`src/rtl/vec_recip_exp.sv`:
```
module vec_recip_exp #(
  parameter int VLEN = 128
) (
  input  logic              clk,
  input  logic              rst_n,
  input  logic              in_valid,
  input  logic [1:0]        size_code,
  input  logic [VLEN-1:0]   src,
  input  logic [VLEN-1:0]   dst_old,
  input  logic [VLEN/8-1:0] pred,
  output logic              out_valid,
  output logic [VLEN-1:0]   result,
  output logic              undef_op
);

  logic [2:0][VLEN-1:0] cand;

  for (genvar k = 0; k < 3; k++) begin : g_size
    localparam int EW = 16 << k;
    localparam int XW = (k == 0) ? 5 : ((k == 1) ? 8 : 11);
    localparam int FW = EW - 1 - XW;
    localparam int NE = VLEN / EW;
    for (genvar e = 0; e < NE; e++) begin : g_lane
      logic [EW-1:0] s;
      logic [EW-1:0] r;
      logic [XW-1:0] x;
      logic [FW-1:0] f;
      assign s = src[e*EW +: EW];
      assign x = s[EW-2 -: XW];
      assign f = s[FW-1:0];
      assign r = (&x && |f) ? {s[EW-1], x, f | (FW'(1) << (FW-1))}
                            : {s[EW-1], ~x, f};
      assign cand[k][e*EW +: EW] = pred[e*EW/8] ? r : dst_old[e*EW +: EW];
    end
  end

  logic [VLEN-1:0] nxt;
  always_comb begin
    case (size_code)
      2'd1:    nxt = cand[0];
      2'd2:    nxt = cand[1];
      2'd3:    nxt = cand[2];
      default: nxt = dst_old;
    endcase
  end

  always_ff @(posedge clk) begin
    if (!rst_n) begin
      out_valid <= 1'b0;
      result    <= '0;
      undef_op  <= 1'b0;
    end else begin
      out_valid <= in_valid;
      if (in_valid) begin
        result   <= nxt;
        undef_op <= (size_code == 2'd0);
      end
    end
  end

  a_r8_valid_follows: assert property (@(posedge clk) disable iff (!rst_n)
    in_valid |=> out_valid);
  a_r8_no_spurious_valid: assert property (@(posedge clk) disable iff (!rst_n)
    !in_valid |=> !out_valid);
  a_r8_hold: assert property (@(posedge clk) disable iff (!rst_n)
    !in_valid |=> ($stable(result) && $stable(undef_op)));
  a_r2_reserved_merges: assert property (@(posedge clk) disable iff (!rst_n)
    (in_valid && size_code == 2'd0) |=> (undef_op && result == $past(dst_old)));
  a_r2_legal_clears: assert property (@(posedge clk) disable iff (!rst_n)
    (in_valid && size_code != 2'd0) |=> !undef_op);
  a_r5_all_inactive: assert property (@(posedge clk) disable iff (!rst_n)
    (in_valid && pred == '0) |=> result == $past(dst_old));

endmodule

```
`config.mk`:
```
export PLATFORM = sky130hd
export DESIGN_NAME = vec_recip_exp
export DESIGN_NICKNAME = d
export VERILOG_FILES = /design/src/rtl/vec_recip_exp.sv
export SDC_FILE = /design/constraint.sdc
export NUM_CORES = 1
export LEC_CHECK = 0
export ABC_AREA = 0
export CAP_MARGIN = 0
export CORE_ASPECT_RATIO = 1.2
export CORE_UTILIZATION = 25
export CTS_BUF_LIST = sky130_fd_sc_hd__clkbuf_8 sky130_fd_sc_hd__clkbuf_16
export DETAILED_ROUTE_END_ITERATION = 7
export SLEW_MARGIN = 30
export SYNTH_ARGS = -nofsm -noshare
export SYNTH_HDL_FRONTEND = slang
export SYNTH_SLANG_ARGS = --single-unit
```
`constraint.sdc`:
```
create_clock -name clk -period 2.2 [get_ports clk]
set_clock_uncertainty 0.15 [all_clocks]
set_input_delay 0.33 -clock clk [delete_from_list [all_inputs] [get_ports clk]]
set_output_delay 0.33 -clock clk [all_outputs]
set_load 0.01 [all_outputs]
```
==> metrics.log, run 1 <==
[metrics] outcome: finished clean
[metrics] most used flip-flop cell after synthesis: sky130_fd_sc_hd__dfxtp_1
[metrics] overall routing resource usage: 26.0%
[metrics] largest net degree at the start of global routing: 107
[metrics] measured slew at the worst slew-check pin: 629 ps
[metrics] data required time of the worst path: 2370 ps
[metrics] final global-route overflow total: 0
[metrics] number of search-and-repair iterations in the first detailed-routing pass: 5
[metrics] number of design-rule violations left by the first detailed-router iteration: 909
[metrics] type of the setup path with the least slack: in -> reg
[metrics] Max Clk Rate: 461 MHz
[metrics] peak fanout along the critical path: 5
[metrics] leading cell type in the layout, fill and taps excluded: sky130_fd_sc_hd__clkdlybuf4s50_1
[metrics] CTS tree: yes
[metrics] Final Instance Count excl. Fillers: 2086
[metrics] number of instances in the placed design: 2049
[metrics] Tot Pwr: about 8400 uW
[metrics] delay of the slowest cell on the worst path: 570 ps
[metrics] share of final-layout standard cells stronger than drive strength 1: roughly 18%
[metrics] TritonCTS Sinks: 130
[metrics] Arrival @ worst endpoint: 2340 ps
[metrics] detailed-route via count: 11200
[metrics] number of nets produced by synthesis: 1400
[metrics] Syn Area/Cell: around 7.3 um^2
[metrics] final count of hold timing violations: 0
[metrics] core region area: 0.0323 mm^2
[metrics] number of nets with antenna violations after detailed routing: 0
[metrics] max-slew violation count: 0
[metrics] most used cell, CP: sky130_fd_sc_hd__or4_4
[metrics] path class of the lowest-slack min-delay path: in -> reg
[metrics] Critical Path Start Type: primary input
[metrics] CP max-delay cell: sky130_fd_sc_hd__or4_4
[metrics] endpoint kind of the worst setup timing path: flop
[metrics] post-synth cell types: 71
[metrics] buffer cell driving the clock tree root: sky130_fd_sc_hd__clkbuf_16
[metrics] Synth Warn #: 0
[metrics] post-detailed-route DRC marker count: 0
[metrics] cell area after technology mapping: 0.00819 mm^2
[metrics] number of port buffers: slightly below 400
[metrics] least setup slack across all paths after layout: 32.1 ps
[metrics] clock input transition at the sequential cells of the worst setup and hold paths: 70 ps
[metrics] initial antenna violation count: 2
[metrics] Clock Power Share: 39.3%
[metrics] FILL cells: 3227
[metrics] Area growth syn-to-layout: 83.6%
[metrics] worst hold stages: 3
[metrics] max-cap viol count: 0
[metrics] hold-fix buffers at CTS: 0
[metrics] Place WS: -663 ps
[metrics] H-Tree Depth: 4
[metrics] Post-synth EDFFs: 0
[metrics] fin crit share: 98.5%
[metrics] top-level port count: 407
[metrics] row count: 72
[metrics] commonest cells after routing, fill and taps aside: sky130_fd_sc_hd__clkdlybuf4s50_1 (384), sky130_fd_sc_hd__buf_4 (193), sky130_fd_sc_hd__nand2_1 (150)
[metrics] initial cell density of the core: 25.4%
[metrics] sequential area share after synthesis: 31.8%
[metrics] number of global-route vias before repair: roughly 11000
[metrics] total power density per cell area: roughly 560 mW/mm^2
[metrics] Detail Placement HPWL: 33900 um
[metrics] vias per inst: about 5.4
[metrics] max_slew headroom: 58.1%
[metrics] post-route worst hold slack: 26.0 ps
[metrics] Die Footprint: 0.0335 mm^2
[metrics] switching power of the nets: approximately 2500 uW
[metrics] switching portion of total power: between 20% and 30%
[metrics] setup total negative slack: 0 ps
[metrics] share of synthesized flip-flops with an asynchronous set or reset: 0%
[metrics] Worst R2R Setup Slack: around 1100 ps
[metrics] aggregate routed wire length: approximately 44000 um
[metrics] Clock Latency Late Sink: 420 ps
[metrics] Setup-failing EPs final: 0
[metrics] worst path cell trace: buf_6 -> or4_4 -> or4_4 -> nor4_4 -> a311oi_4 -> nand3b_1 -> a22o_1
[metrics] weighted congestion reported at the end of routability-driven placement: a little over 0.9
[metrics] minimum clock period after layout: 2170 ps
[metrics] Vert. Die Dim: 200 um
[metrics] Layout Nets: 1942
[metrics] CTS buffer count: 17
[metrics] buffer levels on the longest clock path: 2
[metrics] routed length per instance: 21.3 um
[metrics] leakage power of the design: 0.00599 uW
[metrics] flops & latches, synth: 130
[metrics] global-route wire length before repair: roughly 66000 um
[metrics] internal power: 5880 uW
[metrics] die span in x: 167 um
[metrics] combinational group share of total power: 29.1%
[metrics] part of the total power dissipated in sequential elements: 31.5%
[metrics] synthesized instance count: approximately 1100
[metrics] worst r2r path cells: 4
[metrics] maximum VDD drop: 0.414 mV
[final timing paths]
check                              to                startpoint
max reg2reg  result[123]$_SDFFE_PN0P_  result[123]$_SDFFE_PN0P_
min reg2reg   result[86]$_SDFFE_PN0P_   result[86]$_SDFFE_PN0P_
max           result[53]$_SDFFE_PN0P_                   src[50]
min           result[50]$_SDFFE_PN0P_                   src[50]
[per-stage QoR]
step	util (%)	area, um^2
detailed placement	43.5	14000
finish	46.6	15000
CTS	45.8	14800
floorplan	-	8190
global route	46.6	15000
global placement	43.5	14000
[cell usage after synthesis, drive strengths merged, types with 4 or more instances]
| cell type | number | area, um^2 |
|---|---|---|
| nand4 | 9 | 56.3 |
| o221ai | 19 | 166 |
| a21o | 9 | 67.6 |
| a31oi | 13 | 81.3 |
| nor3b | 6 | 45.0 |
| o211a | 4 | 40.0 |
| and3 | 10 | 62.6 |
| nand3b | 5 | 37.5 |
| a21oi | 79 | 403 |
| a211oi | 35 | 263 |
| nand2 | 150 | 563 |
| or4 | 5 | 45.0 |
| a41oi | 4 | 35.0 |
| nor2b | 7 | 43.8 |
| nor4 | 19 | 134 |
| nor3 | 16 | 91.3 |
| o2bb2ai | 4 | 35.0 |
| dfxtp | 130 | 2600 |
| o31ai | 9 | 72.6 |
| o21ai | 93 | 469 |
| clkbuf | 73 | 274 |
| and2 | 8 | 50.1 |
| inv | 30 | 113 |
| buf | 12 | 57.6 |
| a221oi | 5 | 43.8 |
| nor2 | 148 | 556 |
| a22oi | 14 | 105 |
| nand3 | 39 | 195 |
| o211ai | 19 | 143 |
| nand2b | 7 | 43.8 |
| a311oi | 39 | 359 |
| o22ai | 14 | 87.6 |
| a22o | 6 | 52.6 |
| mux2i | 39 | 390 |
[cells by family (layout without fill, tap and decap cells)]
kind of cell           Yosys count  count (layout)  share of synthesized area [%]
AO/OA/AOI/OAI                  397             399                           33.1
XOR/XNOR                         1               1                          0.107
buffers and inverters          115             668                           5.43
flip-flops                     130             130                           31.8
multiplexers                    42              42                           5.18
other                            0               1                              0
AND/OR/NAND/NOR                438             438                           24.4
[worst max-delay path, delay by kind of cell]
kind            cells  cell delay [ps]
buf+inv             1               90
simple gates        4             1500
compound gates      2              410
[metal layers]
layer,GRT usage (%),wire length [um],vias up
met4,11.8,1750,2
met5,0,13,-
met1,31.5,18100,5232
met3,5.95,3300,97
li1,-,-,5292
met2,43.5,21200,551
[cell type report]
| type | instances | area [um^2] | share of cell area, % |
|---|---|---|---|
| tap | 407 | 509 | 3.39 |
| timing repair buffer | 606 | 5690 | 37.9 |
| clock buffer | 17 | 425 | 2.83 |
| clock inverter | 15 | 229 | 1.52 |
| antenna | 1 | 2.50 | 0.0167 |
| inverter | 30 | 113 | 0.750 |
| multi-input combinational | 880 | 5450 | 36.3 |
| sequential | 130 | 2600 | 17.3 |
[what timing repair did]
item,CTS,global route
gates cloned,1,1
setup endpoints to repair,39,45
pin swaps,11,17
gates resized for setup,28,46
setup buffers,1,2
[power by group through the flow]
stage	logic [uW]	registers [uW]	clock network [uW]
2_1_floorplan	776	2770	0
3_3_place_gp	2370	2690	0
3_5_place_dp	2390	2700	0
4_1_cts	2400	2650	3370
5_1_grt	2610	2670	3450
6_report	2440	2650	3300
[sequential cells by signal, summed over array words and instances (netlist names)]
name / flops
result: 128
out_valid: 1
undef_op: 1
Note: power is estimated with default switching activity, not from simulation.
==> inputs of run 2 (changes only) <==
==> constraint.sdc (replaced) <==
create_clock -name clk -period 2.2 [get_ports clk]
set_clock_uncertainty 0.15 [all_clocks]
set_input_delay 0.44 -clock clk [delete_from_list [all_inputs] [get_ports clk]]
set_output_delay 0.44 -clock clk [all_outputs]
set_load 0.01 [all_outputs]
==> run 2 against run 1 <==
Die area unchanged. Cell count up 1.5%. Non-clock buffer count rose by 31. Total power down 3.8%. Highest routed layer unchanged. Global-route usage decreased by 0.50 points. Design area is 2.0% higher. First-iteration DRC count fell by 4.5%. Fmax down 0.15%. Sequential share of layout area fell by 0.34 points. Clock power fell by 11%.
==> metrics.log, run 2 (same netlist as run 1, synthesis figures left out) <==
[metrics] number of instances in the placed design: 2075
[metrics] worst path cell trace: buf_6 -> or4_4 -> or4_4 -> nor4_4 -> a311oi_4 -> nand3b_1 -> a22o_1
[metrics] Layout Nets: 1973
[metrics] peak fanout along the critical path: 5
[metrics] Die Footprint: 0.0335 mm^2
[metrics] TritonCTS Sinks: 130
[metrics] leading cell type in the layout, fill and taps excluded: sky130_fd_sc_hd__clkdlybuf4s50_1
[metrics] Reg area: 0.00260 mm^2
[metrics] data required time of the worst path: 2380 ps
[metrics] buffer cell driving the clock tree root: sky130_fd_sc_hd__clkbuf_16
[metrics] cell type group with the largest total delay on the critical path: simple AND/OR/NAND/NOR gates
[metrics] startpoint of the worst hold path: src[49]
[metrics] commonest cells after routing, fill and taps aside: sky130_fd_sc_hd__clkdlybuf4s50_1 (358), sky130_fd_sc_hd__buf_4 (220), sky130_fd_sc_hd__nand2_1 (150)
[metrics] Max Clk Rate: 461 MHz
[metrics] clock input transition at the sequential cells of the worst setup and hold paths: 60 ps
[metrics] CP max-delay cell: sky130_fd_sc_hd__or4_4
[metrics] initial cell density of the core: about 25%
[metrics] Clock Latency Late Sink: 430 ps
[metrics] routed length per instance: 20.8 um
[metrics] startpoint of the worst-slack reg-to-reg timing path: result[123]$_SDFFE_PN0P_
[metrics] measured slew at the worst slew-check pin: 540 ps
[metrics] aggregate routed wire length: 44100 um
[metrics] Worst R2R Setup Slack: 1100 ps
[metrics] top-level port count: 407
[metrics] combinational group share of total power: 30.6%
[metrics] max_slew headroom: 64.0%
[metrics] hold-fix buffers at CTS: 0
[metrics] outcome: finished clean
[metrics] CTS tree: yes
[metrics] Final Instance Count excl. Fillers: between 2000 and 2500
[metrics] global-route wire length before repair: about 65000 um
[metrics] number of search-and-repair iterations in the first detailed-routing pass: 6
[metrics] row count: 72
[metrics] end of the worst register-to-register path: result[123]$_SDFFE_PN0P_
[metrics] number of buffers and inverters on the critical path: 1
[metrics] fin crit share: 98.7%
[metrics] FILL cells: approximately 3200
[metrics] weighted congestion reported at the end of routability-driven placement: between 0.9 and 1
[metrics] worst r2r path cells: 4
[metrics] Detail Placement HPWL: ~34000 um
[metrics] number of design-rule violations left by the first detailed-router iteration: 868
[metrics] Clock Power Share: 36.6%
[metrics] number of nets with antenna violations after detailed routing: 0
[metrics] type of the setup path with the least slack: in -> reg
[metrics] H-Tree Depth: 4
[metrics] post-detailed-route DRC marker count: 0
[metrics] largest net degree at the start of global routing: approximately 70
[metrics] vias per inst: 5.27
[metrics] total power density per cell area: 526 mW/mm^2
[metrics] final global-route overflow total: 0
[metrics] path class of the lowest-slack min-delay path: in -> reg
[metrics] Critical Path Start Type: primary input
[metrics] switching portion of total power: 30.5%
[metrics] flip-flop count of the largest register after layout: 128
[metrics] initial antenna violation count: 3
[metrics] switching power of the nets: 2460 uW
[metrics] part of the total power dissipated in sequential elements: 32.8%
[metrics] maximum VDD drop: 0.476 mV
[metrics] Vert. Die Dim: between 200 and 250 um
[metrics] final count of hold timing violations: 0
[metrics] endpoint kind of the worst setup timing path: flop
[metrics] Tot Pwr: 8070 uW
[metrics] number of global-route vias before repair: roughly 11000
[metrics] die span in x: 167 um
[metrics] delay of the slowest cell on the worst path: ~560 ps
[metrics] Arrival @ worst endpoint: approximately 2400 ps
[metrics] setup total negative slack: 0 ps
[metrics] core region area: roughly 0.032 mm^2
[metrics] leakage power of the design: about 0.0063 uW
[metrics] number of port buffers: 398
[metrics] Worst setup endpoint: result[53]$_SDFFE_PN0P_
[metrics] max-cap viol count: 0
[metrics] crit path from: src[49]
[metrics] Setup-failing EPs final: 0
[metrics] detailed-route via count: around 11000
[metrics] share of final-layout standard cells stronger than drive strength 1: 20.4%
[metrics] total area of multi-input combinational cells: between 0.005 and 0.006 mm^2
[metrics] overall routing resource usage: 25.5%
[metrics] RSZ-0062 raised after global routing: true
[metrics] Top reg by flops: result
[metrics] minimum clock period after layout: 2170 ps
[metrics] Area growth syn-to-layout: 87.2%
[metrics] most used cell, CP: sky130_fd_sc_hd__or4_4
[metrics] max-slew violation count: 0
[metrics] largest registers: result (128), out_valid (1), undef_op (1)
[metrics] buffer levels on the longest clock path: 2
[metrics] critical path depth: 7
[metrics] CTS buffer count: 17
[metrics] internal power: about 5600 uW
==> run 2: cell count changes in the layout (fill, tap and decap cells not counted), sizes merged, moves of 2 or more <==
cell | before | now
dlymetal6s2s | 6 | 30
clkdlybuf4s50 | 384 | 358
inv | 34 | 30
clkbuf | 17 | 20
bufinv | 5 | 2
buf | 214 | 245
dlygate4sd2 | 1 | 3
clkinv | 2 | 7
==> run 2: worst register-to-register path, stage by stage (launching register included) <==
cell and delay (ps):
sky130_fd_sc_hd__dfxtp_1 340, sky130_fd_sc_hd__nor2_1 130, sky130_fd_sc_hd__a21oi_1 60, sky130_fd_sc_hd__a211oi_1 220, sky130_fd_sc_hd__a21oi_1 80
==> run 2: what timing repair did <==
| action | in CTS | in global routing |
|---|---|---|
| cloned | 2 | 0 |
| gates resized for setup | 52 | 66 |
| pin swaps | 26 | 37 |
| setup endpoints to repair | 41 | 49 |
| setup buffers | 3 | 4 |
==> run 2: routing by layer <==
layer / track usage, % / part of all wire [%] / vias up
met2: 43.6 / 49 / 448
met5: 0 / 0.018 / -
li1: - / - / 5365
met1: 31.9 / 43 / 5302
met4: 8.81 / 2.5 / 2
met3: 4.56 / 6.0 / 51
==> run 2: worst min-delay path by stage <==
stage / end / slack, ps / depth (start not counted)
3_5_place_dp: result[124]$_SDFFE_PN0P_ / 290 / 2
4_1_cts: result[50]$_SDFFE_PN0P_ / 110 / 3
3_3_place_gp: result[124]$_SDFFE_PN0P_ / 290 / 2
6_report: result[49]$_SDFFE_PN0P_ / 130 / 3
5_1_grt: result[49]$_SDFFE_PN0P_ / 120 / 3
2_1_floorplan: result[126]$_SDFFE_PN0P_ / 330 / 2
==> run 2: cell type report <==
type,instances,area share [%]
repair buffers,637,39.2
clock inverters,13,0.890
flip-flops and latches,130,17.0
clock buffers,19,2.96
multi-input cells,880,35.9
well taps,407,3.32
diodes,2,0.0327
inverters,30,0.735
==> run 2: power groups by stage <==
stage	registers [uW]	logic [uW]	clock network, uW
3_5_place_dp	2700	2420	0
5_1_grt	2670	2640	3110
4_1_cts	2650	2450	3000
2_1_floorplan	2770	776	0
6_report	2650	2470	2950
3_3_place_gp	2700	2400	0
==> run 2: through the flow <==
step	hold slack (ps)	worst slack, ps	utilization [%]	instance area [um^2]
after floorplan	332	-168	-	8190
after global placement	292	-740	44.1	14200
after detailed placement	293	-735	44.1	14200
after CTS	110	-176	46.6	15000
after global routing	115	-38.0	47.5	15300
final	126	28.9	47.5	15300
